===== src/rtl/sr_guard_pkg.sv =====
package sr_guard_pkg;
  localparam int STAT_W   = 8;
  localparam int BIT_PEN  = 7;
  localparam int BIT_BHI  = 3;
  localparam int BIT_BLO  = 2;
  localparam int BIT_WEL  = 1;
  localparam int BIT_BUSY = 0;

  // the block field selects the upper 0, 1/4, 1/2 or whole array.
  // region is the top two address bits; hit when region >= 4 - 2^(bp-1).
  function automatic logic blk_hit(input logic [1:0] bp, input logic [1:0] region);
    logic [2:0] lo;
    if (bp == 2'b00) return 1'b0;
    lo = 3'd4 - (3'd1 << (bp - 2'd1));
    return ({1'b0, region} >= lo);
  endfunction

  // status byte packing, unused bits zero
  function automatic logic [STAT_W-1:0] pack_status(input logic pen, input logic [1:0] bp,
                                                    input logic wel, input logic busy);
    logic [STAT_W-1:0] s;
    s = '0;
    s[BIT_PEN]  = pen;
    s[BIT_BHI]  = bp[1];
    s[BIT_BLO]  = bp[0];
    s[BIT_WEL]  = wel;
    s[BIT_BUSY] = busy;
    return s;
  endfunction
endpackage


===== src/rtl/sr_wel_ctrl.sv =====
module sr_wel_ctrl (
  input  logic clk,
  input  logic rst_n,
  input  logic op_wren,
  input  logic op_wrdi,
  input  logic op_other,
  input  logic cs_rise,
  input  logic store_ok,
  output logic wel,
  output logic armed_pend
);
  logic set_evt, clr_evt;

  // arm only when chip select closes a complete enable opcode
  assign set_evt = cs_rise & armed_pend;
  // disable opcode or any accepted store clears the latch
  assign clr_evt = op_wrdi | store_ok;

  always_ff @(posedge clk) begin
    if (!rst_n) begin
      armed_pend <= 1'b0;
    end else if (op_wren) begin
      armed_pend <= 1'b1;
    end else if (op_other | op_wrdi | cs_rise) begin
      armed_pend <= 1'b0;
    end
  end

  always_ff @(posedge clk) begin
    if (!rst_n) begin
      wel <= 1'b0;
    end else if (clr_evt) begin
      wel <= 1'b0;
    end else if (set_evt) begin
      wel <= 1'b1;
    end
  end
endmodule


===== src/rtl/sr_nv_bits.sv =====
module sr_nv_bits
  import sr_guard_pkg::*;
(
  input  logic              clk,
  input  logic              rst_n,
  input  logic              load,
  input  logic [STAT_W-1:0] din,
  output logic              pen,
  output logic [1:0]        bp
);
  // only the protect-enable and block bits are taken from the data byte
  always_ff @(posedge clk) begin
    if (!rst_n) begin
      pen <= 1'b0;
      bp  <= 2'b00;
    end else if (load) begin
      pen <= din[BIT_PEN];
      bp  <= {din[BIT_BHI], din[BIT_BLO]};
    end
  end
endmodule


===== src/rtl/sr_permit.sv =====
module sr_permit
  import sr_guard_pkg::*;
#(
  parameter int ADDR_W = 10
) (
  input  logic              wel,
  input  logic              busy,
  input  logic              pen,
  input  logic [1:0]        bp,
  input  logic              wp_n,
  input  logic [ADDR_W-1:0] addr,
  output logic              arr_ok,
  output logic              sr_ok
);
  localparam int TOP = ADDR_W - 1;
  logic [1:0] region;
  logic       in_blk, pin_lock;

  assign region   = addr[TOP -: 2];
  assign in_blk   = blk_hit(bp, region);
  assign pin_lock = pen & ~wp_n;
  assign arr_ok   = wel & ~busy & ~in_blk;
  assign sr_ok    = wel & ~busy & ~pin_lock;
endmodule


===== src/rtl/sr_guard.sv =====
module sr_guard
  import sr_guard_pkg::*;
#(
  parameter int ADDR_W = 10
) (
  input  logic              clk,
  input  logic              rst_n,
  input  logic              op_wren,
  input  logic              op_wrdi,
  input  logic              op_other,
  input  logic              cs_rise,
  input  logic              sr_commit,
  input  logic [7:0]        sr_data,
  input  logic              byte_stb,
  input  logic [ADDR_W-1:0] byte_addr,
  input  logic              arr_commit,
  input  logic              wp_n,
  input  logic              busy,
  output logic [7:0]        status,
  output logic              arr_wr_ok,
  output logic              sr_wr_ok,
  output logic              byte_keep,
  output logic              cyc_start
);
  logic       wel, armed_pend, pen, kept_any;
  logic [1:0] bp;
  logic       sr_accept, arr_accept, store_ok, any_op;

  sr_wel_ctrl u_wel (
    .clk(clk), .rst_n(rst_n), .op_wren(op_wren), .op_wrdi(op_wrdi),
    .op_other(op_other), .cs_rise(cs_rise), .store_ok(store_ok),
    .wel(wel), .armed_pend(armed_pend)
  );

  sr_nv_bits u_nv (
    .clk(clk), .rst_n(rst_n), .load(sr_accept), .din(sr_data),
    .pen(pen), .bp(bp)
  );

  sr_permit #(.ADDR_W(ADDR_W)) u_perm (
    .wel(wel), .busy(busy), .pen(pen), .bp(bp), .wp_n(wp_n),
    .addr(byte_addr), .arr_ok(arr_wr_ok), .sr_ok(sr_wr_ok)
  );

  // bytes dropped one by one; a page with no kept byte starts nothing
  assign byte_keep = byte_stb & arr_wr_ok;
  assign any_op    = op_wren | op_wrdi | op_other;

  always_ff @(posedge clk) begin
    if (!rst_n) begin
      kept_any <= 1'b0;
    end else if (any_op | arr_commit | sr_commit) begin
      kept_any <= 1'b0;
    end else if (byte_keep) begin
      kept_any <= 1'b1;
    end
  end

  // the commit is judged once, at the cycle it arrives
  assign sr_accept  = sr_commit & sr_wr_ok;
  assign arr_accept = arr_commit & kept_any & wel & ~busy;
  assign store_ok   = sr_accept | arr_accept;
  assign cyc_start  = store_ok;

  assign status = pack_status(pen, bp, wel, busy);
endmodule


===== config.mk =====
export PLATFORM = sky130hd
export DESIGN_NAME = sr_guard
export DESIGN_NICKNAME = d
export VERILOG_FILES = /design/src/rtl/sr_guard_pkg.sv /design/src/rtl/sr_wel_ctrl.sv /design/src/rtl/sr_nv_bits.sv /design/src/rtl/sr_permit.sv /design/src/rtl/sr_guard.sv
export SDC_FILE = /design/constraint.sdc
export NUM_CORES = 1
export LEC_CHECK = 0
export ABC_CLOCK_PERIOD_IN_PS = 2300
export BUFFER_PORTS_ARGS = -buffer_cell sky130_fd_sc_hd__clkbuf_2
export CAP_MARGIN = 30
export CORE_AREA = 3 3 40 42
export CTS_CLUSTER_SIZE = 25
export DETAILED_ROUTE_END_ITERATION = 10
export DIE_AREA = 0 0 43 45
export PLACE_DENSITY = 0.72
export SLEW_MARGIN = 20
export SYNTH_ARGS = -nofsm -noshare
export SYNTH_HDL_FRONTEND = slang
export SYNTH_HIERARCHICAL = 1
export SYNTH_SLANG_ARGS = --single-unit

===== constraint.sdc =====
create_clock -name clk -period 2.3 [get_ports clk]
set_clock_uncertainty 0.15 [all_clocks]
set_input_delay 0.23 -clock clk [delete_from_list [all_inputs] [get_ports clk]]
set_output_delay 0.23 -clock clk [all_outputs]
set_load 0.02 [all_outputs]

==> impl.org <==
** Global route
- Global routing used 1.594% of the available met3 tracks.
- Global routing's busiest layer :: met2
- The number of antenna violations at the first check in global routing was 0.
- In the global route stage, met1 resource usage came out at 13.01%.
- Met2 Track Usage GR :: 13.17%
- After global routing the overflow that remains totals 0.
- The via count of the first global-routing pass is 332.
- Largest net degree at the start of global routing :: 7
- Global routing usage summed across all routing layers :: 9.742%
- Wire length of the first global-routing pass :: 1386 µm

** Power and ir drop
- Power per cell area :: 398.7 mW/mm²
- The internal power of the cells totals 0.1850 mW.
- Worst vdd ir :: 0.2070 mV
- The analysis attributes to cell leakage a power of 0.2923 nW.
- The clock network accounts for 39.2% of the total power.
- Tot Pwr :: 0.2430 mW
- Combinational share of power :: 16.6%
- In this run the power spent charging and discharging nets is 0.05792 mW.
- Net switching share of the total power :: 23.84%
- Sequential share of power :: 44.1%

** Critical path
- Slowest cell on the critical path :: sky130_fd_sc_hd__dfxtp_2
- Kind of critical path :: flop to output pin
- Data arrival, critical path :: 1.81 ns
- The setup check on the worst reg-to-reg path leaves a slack of 0.34 ns.
- Timing endpoint of the critical path :: byte_keep
- The worst setup path is launched from a flop.
- STA classifies the critical path endpoint as an output pin.
- Most used cell, CP :: sky130_fd_sc_hd__ha_4
- Slowest Stage Delay on Critical Path :: 0.34 ns
- In this run the worst path has a maximum fanout of 4.
- Crit path from :: u_nv/bp[0]$_SDFFE_PN0P_
- List of cells traversed by the critical path :: inv_1, ha_4, inv_2, ha_4, nor2b_4, a221oi_4, and2_4, buf_6
- Measured in cells, the most critical reg-to-reg path has a length of 9.
- Worst reg2reg startpoint :: u_nv/bp[0]$_SDFFE_PN0P_
- Required time worst endpoint :: 1.92 ns
- R2R Path End :: kept_any$_SDFFE_PP0P_

** Synth
- Largest cells by area after synthesis :: sky130_fd_sc_hd__dfxtp_1, sky130_fd_sc_hd__ha_1, sky130_fd_sc_hd__buf_4, sky130_fd_sc_hd__mux2i_1, sky130_fd_sc_hd__nor4b_2
- Warning count from the yosys run :: 6
- The synthesized design contains 6 register bits.
- Post-Syn Area :: 420.4 µm²
- Post-synth cell types :: 16
- In the synthesized netlist, the number of instances is 45.
- The synthesized design devotes to its leading area cell type 28.57% of total area.
- Cell type with the highest aggregate area in the netlist :: sky130_fd_sc_hd__dfxtp_1
- Fraction of the yosys area taken by sequential cells :: 28.57%
- Syn avg cell area :: 9.342 µm²

** Routing
- Sum of routed wire length over all layers :: 827 µm
- Count of TritonRoute iterations in the first routing pass :: 1
- Dividing the detail-routed wire length by the instance count gives 9.845 µm.
- After detailed routing, the number of remaining DRC violations is 0.
- DRC marker count from the first detailed-route iteration :: 0
- Dividing the detail-routed via count by the number of cells gives 4.417.
- Antenna Nets Post-Route :: 0
- Via count :: 371

** Clock tree
- CTS buffer count :: 3
- In this run the clock root is driven by a sky130_fd_sc_hd__clkbuf_4.
- Number of levels in the clock H-tree :: 1
- The number of hold buffers added after CTS was 0.
- The clock net in this run drives a total of 6 sinks.
- Buffer depth of the longest clock path :: 2
- Clock transition at the registers of the reported paths :: 0.04 ns
- The later pin in the worst-skew pair is clocked with a latency of 0.24 ns.
- Clock tree from TritonCTS :: built

** Timing
- Final count of hold timing violations :: 0
- The worst path in the final design needs a cycle of 2.191 ns, including I/O delays and setup.
- Based on the critical path, the design can be clocked at up to 0.4565 GHz.
- The count of final max-slew check failures came to 0.
- Smallest setup slack after layout :: 0.1095 ns
- RSZ-0062 raised after global routing :: false
- Final period util :: 95.24%
- Final setup fails :: 0
- Setup total negative slack on the finished layout was measured at 0 ns.

** Place
- Before CTS, the worst setup slack after placement is 0.1992 ns.
- The congestion estimate from routability-driven global placement came to 0.6311.
- Detailed placement finished with a half-perimeter wire length of 649.6 µm.
- The count of buffers added on input and output ports is 24.

** Worst hold path
- The min-delay analysis places its worst path in the category input port to flop.

** Finish
- Relative to the synthesized area, the layout overhead comes to 44.94%.
- In the final layout, the share of cells above drive strength 1 is 57.97%.
- Number of antenna repair diodes :: 0
- Number of nets at the end of the flow :: 104
- Cells fill 47.42% of the core in the end.

** Floorplan
- Die area :: 0.001935 mm²
- Measured along the x axis, the die boundary spans 43 µm.
- Total I/O pin count :: 41
- Placeable Area :: 0.001285 mm²
- Starting Density :: 32.72%
- Total number of placement rows :: 13
- The die is 45 µm tall.

** Job
- Max-cap violations in this run came to 0.

** Outcome
- The flow ran to the end, and the final reports show no timing, DRC or antenna violations.
[critical path: cells and delay by family, from the launching register on]
kind                     cells  cell delay (ns)
adder cells (fa/ha/maj)      2             0.46
AND/OR/NAND/NOR              2             0.30
AO/OA/AOI/OAI                1             0.25
flip-flops                   1             0.34
buffers and inverters        3             0.21
[how the worst min path moves through the flow]
stage | start | endpoint | slack, ns | depth (start not counted)
CTS | sr_commit | kept_any$_SDFFE_PP0P_ | 0.006 | 2
finish | sr_commit | kept_any$_SDFFE_PP0P_ | 0.02 | 2
global placement | sr_commit | kept_any$_SDFFE_PP0P_ | 0.27 | 2
detailed placement | sr_commit | kept_any$_SDFFE_PP0P_ | 0.27 | 2
floorplan | sr_commit | kept_any$_SDFFE_PP0P_ | 0.15 | 1
global route | sr_commit | kept_any$_SDFFE_PP0P_ | 0.02 | 2
[registers in the layout (all words and copies together) (netlist names)]
register	cells
kept_any	1
u_nv/bp	2
u_nv/pen	1
u_wel/armed_pend	1
u_wel/wel	1
[cells by family after synthesis]
logic type / Yosys count / synth area share [%]
compound gates: 6 / 11.61
fa+ha+maj: 4 / 11.91
buf+inv: 13 / 16.96
flops: 6 / 28.57
mux: 3 / 7.143
other cells: 1 / 0.8920
simple gates: 12 / 22.92
[cells in the mapped netlist]
master,number
sky130_fd_sc_hd__conb_1,1
sky130_fd_sc_hd__a21oi_1,3
sky130_fd_sc_hd__ha_1,4
sky130_fd_sc_hd__o21a_1,1
sky130_fd_sc_hd__or4_1,1
sky130_fd_sc_hd__nor4b_2,2
sky130_fd_sc_hd__inv_1,7
sky130_fd_sc_hd__and2_1,2
sky130_fd_sc_hd__nor2b_1,4
sky130_fd_sc_hd__nand2b_1,2
sky130_fd_sc_hd__dfxtp_1,6
sky130_fd_sc_hd__mux2i_1,3
sky130_fd_sc_hd__a221oi_2,1
sky130_fd_sc_hd__nor4b_1,1
sky130_fd_sc_hd__a41o_2,1
sky130_fd_sc_hd__buf_4,6
[cell type report]
type / instances / area, µm²
flip-flops and latches: 6 / 122.6
fillers: 143 / 675.6
well taps: 15 / 18.77
clock buffers: 3 / 22.52
inverters: 7 / 26.28
repair buffers: 25 / 136.4
multi-input cells: 28 / 282.8
[routing by layer]
layer | part of all wire, % | vias to the layer above
li1 | - | 191
met1 | 41 | 159
met2 | 48 | 21
met3 | 11 | 0
met4 | 0 | 0
met5 | 0 | -
[per-stage QoR]
step,instances,cell area [µm²],hold slack [ns]
2_1_floorplan,47,439.2,0.1514
3_3_place_gp,80,533.0,0.2671
3_5_place_dp,80,533.0,0.2717
4_1_cts,83,560.5,0.006024
5_1_grt,84,609.3,0.01635
6_report,84,609.3,0.01698
[cells in the final DEF (no fill, tap or decap), drive strengths merged, types with 2 or more instances in the layout]
cell type and instances:
and2 2, nand2b 2, nor2b 4, a21oi 3, clkbuf 25, buf 3
conb 3, dfxtp 6, mux2i 3, nor4b 3, inv 7, ha 4
[power by group through the flow]
| stage | sequential [mW] | combinational [mW] | clock [mW] |
|---|---|---|---|
| 3_3_place_gp | 0.109 | 0.0364 | 0 |
| 2_1_floorplan | 0.109 | 0.0235 | 0 |
| 6_report | 0.107 | 0.0404 | 0.0954 |
| 4_1_cts | 0.107 | 0.0370 | 0.101 |
| 3_5_place_dp | 0.109 | 0.0367 | 0 |
| 5_1_grt | 0.107 | 0.0457 | 0.108 |
[timing repair]
action                                  CTS  global route
buffers inserted                          0             1
endpoints found under the hold margin     0             0
cloned                                    0             0
endpoints found under the setup margin    1             2
gates resized for setup                   3            11
pin swaps                                 2             3
(Power assumes the default switching activity.)
